[src/rtl/iq_pkg.sv]
package iq_pkg;
  localparam int unsigned IQ_DEPTH = 8;
  localparam int unsigned IQ_TAG_W = 6;
  localparam int unsigned IQ_PL_W  = 16;

  function automatic int unsigned iq_idx_w(int unsigned n);
    return (n > 1) ? $clog2(n) : 1;
  endfunction
endpackage

[src/rtl/iq_wakeup.sv]
module iq_wakeup #(
  parameter int unsigned TAG_W = 6
) (
  input  logic             rdy_i,
  input  logic [TAG_W-1:0] tag_i,
  input  logic             bc_valid_i,
  input  logic [TAG_W-1:0] bc_tag_i,
  output logic             rdy_o
);
  assign rdy_o = rdy_i | (bc_valid_i & (bc_tag_i == tag_i));
endmodule

[src/rtl/iq_select.sv]
module iq_select #(
  parameter int unsigned DEPTH = 8,
  parameter int unsigned IDX_W = 3
) (
  input  logic [DEPTH-1:0] req_i,
  output logic             gnt_valid_o,
  output logic [IDX_W-1:0] gnt_idx_o
);
  // lowest slot (oldest) wins
  always_comb begin
    gnt_valid_o = 1'b0;
    gnt_idx_o   = '0;
    for (int i = DEPTH - 1; i >= 0; i--) begin
      if (req_i[i]) begin
        gnt_valid_o = 1'b1;
        gnt_idx_o   = IDX_W'(i);
      end
    end
  end
endmodule

[src/rtl/issue_queue.sv]
module issue_queue
  import iq_pkg::*;
#(
  parameter int unsigned DEPTH = IQ_DEPTH,
  parameter int unsigned TAG_W = IQ_TAG_W,
  parameter int unsigned PL_W  = IQ_PL_W
) (
  input  logic             clk_i,
  input  logic             rst_ni,
  input  logic             flush_i,
  input  logic             disp_valid_i,
  output logic             disp_ready_o,
  input  logic [TAG_W-1:0] disp_tag0_i,
  input  logic             disp_rdy0_i,
  input  logic [TAG_W-1:0] disp_tag1_i,
  input  logic             disp_rdy1_i,
  input  logic [PL_W-1:0]  disp_payload_i,
  input  logic             wb_valid_i,
  input  logic [TAG_W-1:0] wb_tag_i,
  output logic             issue_valid_o,
  output logic [PL_W-1:0]  issue_payload_o
);
  localparam int unsigned IDX_W = iq_idx_w(DEPTH);
  localparam int unsigned CNT_W = $clog2(DEPTH + 1);

  logic [DEPTH-1:0] valid_q, rdy0_q, rdy1_q;
  logic [TAG_W-1:0] tag0_q [DEPTH];
  logic [TAG_W-1:0] tag1_q [DEPTH];
  logic [PL_W-1:0]  pl_q   [DEPTH];

  logic [DEPTH-1:0] valid_d, rdy0_d, rdy1_d;
  logic [TAG_W-1:0] tag0_d [DEPTH];
  logic [TAG_W-1:0] tag1_d [DEPTH];
  logic [PL_W-1:0]  pl_d   [DEPTH];

  logic [DEPTH-1:0] rdy0_w, rdy1_w;
  logic [DEPTH-1:0] up_valid, up_rdy0, up_rdy1;
  logic [TAG_W-1:0] up_tag0 [DEPTH];
  logic [TAG_W-1:0] up_tag1 [DEPTH];
  logic [PL_W-1:0]  up_pl   [DEPTH];

  logic             disp_rdy0_w, disp_rdy1_w;
  logic             sel_valid;
  logic [IDX_W-1:0] sel_idx;
  logic             issue_fire, disp_fire;
  logic [CNT_W-1:0] occ, wr_idx;

  // wakeup per stored source
  for (genvar i = 0; i < DEPTH; i++) begin : g_wake
    iq_wakeup #(.TAG_W(TAG_W)) wk0_i (
      .rdy_i(rdy0_q[i]), .tag_i(tag0_q[i]),
      .bc_valid_i(wb_valid_i), .bc_tag_i(wb_tag_i), .rdy_o(rdy0_w[i]));
    iq_wakeup #(.TAG_W(TAG_W)) wk1_i (
      .rdy_i(rdy1_q[i]), .tag_i(tag1_q[i]),
      .bc_valid_i(wb_valid_i), .bc_tag_i(wb_tag_i), .rdy_o(rdy1_w[i]));
  end

  // wakeup of the incoming instruction
  iq_wakeup #(.TAG_W(TAG_W)) dwk0_i (
    .rdy_i(disp_rdy0_i), .tag_i(disp_tag0_i),
    .bc_valid_i(wb_valid_i), .bc_tag_i(wb_tag_i), .rdy_o(disp_rdy0_w));
  iq_wakeup #(.TAG_W(TAG_W)) dwk1_i (
    .rdy_i(disp_rdy1_i), .tag_i(disp_tag1_i),
    .bc_valid_i(wb_valid_i), .bc_tag_i(wb_tag_i), .rdy_o(disp_rdy1_w));

  // neighbour above each slot, used when compacting
  for (genvar i = 0; i < DEPTH; i++) begin : g_up
    if (i < DEPTH - 1) begin : g_mid
      assign up_valid[i] = valid_q[i+1];
      assign up_rdy0[i]  = rdy0_w[i+1];
      assign up_rdy1[i]  = rdy1_w[i+1];
      assign up_tag0[i]  = tag0_q[i+1];
      assign up_tag1[i]  = tag1_q[i+1];
      assign up_pl[i]    = pl_q[i+1];
    end else begin : g_top
      assign up_valid[i] = 1'b0;
      assign up_rdy0[i]  = 1'b0;
      assign up_rdy1[i]  = 1'b0;
      assign up_tag0[i]  = '0;
      assign up_tag1[i]  = '0;
      assign up_pl[i]    = '0;
    end
  end

  iq_select #(.DEPTH(DEPTH), .IDX_W(IDX_W)) sel_i (
    .req_i      (valid_q & rdy0_q & rdy1_q),
    .gnt_valid_o(sel_valid),
    .gnt_idx_o  (sel_idx)
  );

  always_comb begin
    occ = '0;
    for (int i = 0; i < DEPTH; i++) occ = occ + CNT_W'(valid_q[i]);
  end

  assign issue_fire      = sel_valid & ~flush_i;
  assign issue_valid_o   = issue_fire;
  assign issue_payload_o = pl_q[sel_idx];
  assign disp_ready_o    = ~valid_q[DEPTH-1] | issue_fire;
  assign disp_fire       = disp_valid_i & disp_ready_o & ~flush_i;
  assign wr_idx          = occ - CNT_W'(issue_fire);

  always_comb begin
    for (int i = 0; i < DEPTH; i++) begin
      if (issue_fire && (i >= int'(sel_idx))) begin
        valid_d[i] = up_valid[i];
        rdy0_d[i]  = up_rdy0[i];
        rdy1_d[i]  = up_rdy1[i];
        tag0_d[i]  = up_tag0[i];
        tag1_d[i]  = up_tag1[i];
        pl_d[i]    = up_pl[i];
      end else begin
        valid_d[i] = valid_q[i];
        rdy0_d[i]  = rdy0_w[i];
        rdy1_d[i]  = rdy1_w[i];
        tag0_d[i]  = tag0_q[i];
        tag1_d[i]  = tag1_q[i];
        pl_d[i]    = pl_q[i];
      end
      if (disp_fire && (wr_idx == CNT_W'(i))) begin
        valid_d[i] = 1'b1;
        rdy0_d[i]  = disp_rdy0_w;
        rdy1_d[i]  = disp_rdy1_w;
        tag0_d[i]  = disp_tag0_i;
        tag1_d[i]  = disp_tag1_i;
        pl_d[i]    = disp_payload_i;
      end
      if (flush_i) valid_d[i] = 1'b0;
    end
  end

  always_ff @(posedge clk_i or negedge rst_ni) begin
    if (!rst_ni) begin
      valid_q <= '0;
      rdy0_q  <= '0;
      rdy1_q  <= '0;
      for (int i = 0; i < DEPTH; i++) begin
        tag0_q[i] <= '0;
        tag1_q[i] <= '0;
        pl_q[i]   <= '0;
      end
    end else begin
      valid_q <= valid_d;
      rdy0_q  <= rdy0_d;
      rdy1_q  <= rdy1_d;
      for (int i = 0; i < DEPTH; i++) begin
        tag0_q[i] <= tag0_d[i];
        tag1_q[i] <= tag1_d[i];
        pl_q[i]   <= pl_d[i];
      end
    end
  end
endmodule

[config.mk]
export PLATFORM = sky130hd
export DESIGN_NAME = issue_queue
export DESIGN_NICKNAME = d
export VERILOG_FILES = /design/src/rtl/iq_pkg.sv /design/src/rtl/iq_wakeup.sv /design/src/rtl/iq_select.sv /design/src/rtl/issue_queue.sv
export SDC_FILE = /design/constraint.sdc
export NUM_CORES = 1
export LEC_CHECK = 0
export CAP_MARGIN = 20
export CORE_MARGIN = 2
export CORE_UTILIZATION = 62
export DETAILED_ROUTE_END_ITERATION = 10
export GPL_TIMING_DRIVEN = 1
export PLACE_DENSITY = 0.81
export SYNTH_ARGS = -nofsm -noshare
export SYNTH_HDL_FRONTEND = slang
export SYNTH_SLANG_ARGS = --single-unit
[constraint.sdc]
create_clock -name clk_i -period 5.8 [get_ports clk_i]
set_input_delay 0.87 -clock clk_i [delete_from_list [all_inputs] [get_ports clk_i]]
set_output_delay 0.87 -clock clk_i [all_outputs]
set_load 0.01 [all_outputs]
==> flow_metrics.env <==
export IMPL_skew_ns=0.00978
export IMPL_grt_use_total_pct=31.3
export IMPL_start_kind="flip-flop"
export IMPL_p_per_area_mw_per_mm2=392
export IMPL_grt_pass1_vias=11200
export IMPL_critical_path_class="reg2reg"
export IMPL_avgRoutedWirePerCell_um=20.7
export IMPL_cts_max_level=1
export IMPL_clk_pin_slew_ns=0.06
export IMPL_drt_first_pass_iters=5
export IMPL_rr_startpoint="valid_q[0]"
export IMPL_fin_nets=1512
export IMPL_postRouteAntennaNets=0
export IMPL_stdcell_area_mm2=0.0157
export IMPL_fin_crit_ns=5.20
export IMPL_cts_resized=0
export IMPL_rr_endpoint="rdy1_q[2]"
export IMPL_ys_seq_area_share_pct=44.2
export IMPL_gp_congestion=0.850
export IMPL_diodes=0
export IMPL_reg2reg_slack_ns=0.60
export IMPL_clk_latency_ns=0.54
export IMPL_hold_class="in2async"
export IMPL_nFillCells=1656
export IMPL_endpoint_kind="flip-flop"
export IMPL_async_flop_share_pct=100
export IMPL_min_period_over_period_pct=89.7
export IMPL_die_area_mm2=0.0239
export IMPL_drv_cap=0
export IMPL_fin_util_pct=70.1
export IMPL_drv_slew=0
export IMPL_cts_setup_buffers=0
export IMPL_synth_seq_cells=248
export IMPL_vias_per_cell=6.24
export IMPL_hold_violations=0
export IMPL_dp_hpwl_um=22600
export IMPL_pin_count=59
export IMPL_relSlewSlack_pct=24.8
export IMPL_wirelength_um=36500
export IMPL_peakVddDrop_uv=297
export IMPL_portBuffers=58
export IMPL_drive_above_1_share_pct=9.19
export IMPL_cts_tree="done"
export IMPL_start_util_pct=62.6
export IMPL_outcome="completed"
export IMPL_drc=0
export IMPL_area_delta_synth_final_pct=12.0
export IMPL_required_ns=6.19
export IMPL_synthFlopType="dfrtp_1"
export IMPL_clk_path_buf_depth=3
export IMPL_arrival_ns=5.59
export IMPL_syn_nets=1525
export IMPL_synth_cell_type_count=46
export IMPL_final_setup_viol_count=0
export IMPL_rr_worst_depth=18
export IMPL_syn_cell_area_mm2=0.0140
export IMPL_crit_path_max_fanout=47
export IMPL_netlist_instances=1475
export IMPL_vias=11000
export IMPL_grt_pass1_wl_um=59700
export IMPL_grt_antenna_before_repair=0
export IMPL_grt_start_max_net_pins=127
export IMPL_clock_sinks=248
export IMPL_placed_area_mm2=0.0148
export IMPL_p_leak_nw=6.93
export IMPL_rows=55
export IMPL_dr_first_iter_drc_count=886
export IMPL_worst_pin_slew_ns=1.13
export IMPL_rsz0062_at_grt="no"
export IMPL_core_area_mm2=0.0224
export IMPL_cts_buffers=27
export IMPL_die_h_um=154
export IMPL_ys_warn_count=0
export IMPL_hold_buffers=0
export IMPL_avgSynthCellArea_um2=9.52
export IMPL_clockRootBuffer="clkbuf_16"
export IMPL_grt_overflow=0
export IMPL_die_w_um=154
export IMPL_fin_setup_tns_ns=0
export IMPL_fmax_ghz=0.192
export IMPL_synth_enable_flop_cells=0
layout by cell type, fill, tap and decap left out, types with 5 or more instances in the layout:
cell             netlist  layout
a21oi_1              129     127
a22oi_1               32      32
a41o_1                 7       6
a41oi_1               10      10
buf_4                  0      32
clkbuf_16              0      27
clkbuf_8               0      12
clkdlybuf4s50_1        0      57
dfrtp_1              248     248
fa_1                   5       5
inv_1                 15      15
mux2_2                32      32
mux2i_1              227     227
nand2_1              173     172
nand3_1                7       7
nor2_1               142     141
nor3_1                17      14
o211ai_1              18      18
o21ai_0              107     107
o21ai_1               13      13
xnor2_1               28      28
xor2_1                82      82
Yosys cell counts (all sizes together) (18+ instances only):
cell type	n	area share, %
clkbuf	93	2.6
o21ai	120	4.3
xnor2	28	1.7
buf	43	1.7
dfrtp	248	44
mux2i	227	16
o211ai	18	0.96
mux2	32	2.6
a22oi	32	1.7
nand2	173	4.6
xor2	82	5.1
a21oi	131	4.7
nor2	142	3.8
through the flow:
step	hold slack [ns]	setup slack, ns	std cells	power [mW]
4_1_cts	0.484	0.626	1764	6.17
5_1_grt	0.508	0.371	1765	6.51
3_3_place_gp	0.532	0.426	1715	4.36
2_1_floorplan	0.518	0.793	1475	3.88
3_5_place_dp	0.545	0.269	1717	4.46
6_report	0.431	0.600	1765	6.17
worst max-delay path: stages (launching register included):
cell and delay (ns):
dfrtp_1 0.45, nand3_1 0.20, nand2_1 0.20, o41ai_4 0.40
inv_1 0.11, ha_1 0.30, inv_1 0.05, fa_1 0.49
inv_1 0.06, fa_1 0.48, inv_1 0.04, ha_1 0.21
fa_1 0.45, xnor2_1 0.32, nand2_1 0.16, or4_2 0.57
buf_4 0.32, nand2_1 0.16, o21ai_1 0.09
worst max-delay path by stage:
stage / slack, ns / cells after the start / endpoint / start
after global routing: 0.37 / 18 / rdy0_q[1] / rdy1_q[1]
after global placement: 0.43 / 18 / rdy1_q[1] / flush_i
after CTS: 0.63 / 18 / tag0_q[32] / rdy1_q[1]
after detailed placement: 0.27 / 18 / tag0_q[32] / flush_i
final: 0.60 / 18 / rdy1_q[2] / valid_q[0]
after floorplan: 0.79 / 20 / pl_q[105] / valid_q[0]
flip-flops by register name, summed over array words and instances (netlist names):
signal   flops
pl_q       128
tag0_q      48
tag1_q      48
rdy0_q       8
rdy1_q       8
valid_q      8
kinds of logic after synthesis:
logic type	synth area share [%]
mux	18.8
simple gates	10.9
fa+ha+maj	1.07
buf+inv	4.69
flops	44.2
xor+xnor	6.86
compound gates	13.5
where the power goes:
group | internal, mW | total, mW | switching [mW]
combinational | 0.872 | 1.70 | 0.823
clock | 0.999 | 1.68 | 0.685
sequential | 2.29 | 2.79 | 0.502
total | 4.16 | 6.17 | 2.01
per-layer routing:
| metal | vias to the layer above | part of all wire (%) | global-route usage (%) | wire, um |
|---|---|---|---|---|
| li1 | 5076 | - | - | - |
| met1 | 5476 | 43 | 43.2 | 15800 |
| met2 | 386 | 47 | 51.0 | 17200 |
| met3 | 84 | 6.7 | 4.65 | 2450 |
| met4 | 0 | 2.8 | 10.7 | 1030 |
| met5 | - | 0 | 0 | 0 |
final cells by class:
| class | count | area [um^2] | area share, % |
|---|---|---|---|
| Multi-Input combinational cell | 1076 | 7310 | 46.5 |
| Inverter | 15 | 56.3 | 0.358 |
| Sequential cell | 248 | 6210 | 39.5 |
| Clock inverter | 4 | 20.0 | 0.127 |
| Tap cell | 285 | 357 | 2.27 |
| Clock buffer | 43 | 856 | 5.44 |
| Timing Repair Buffer | 94 | 921 | 5.86 |
(Power assumes the default switching activity.)
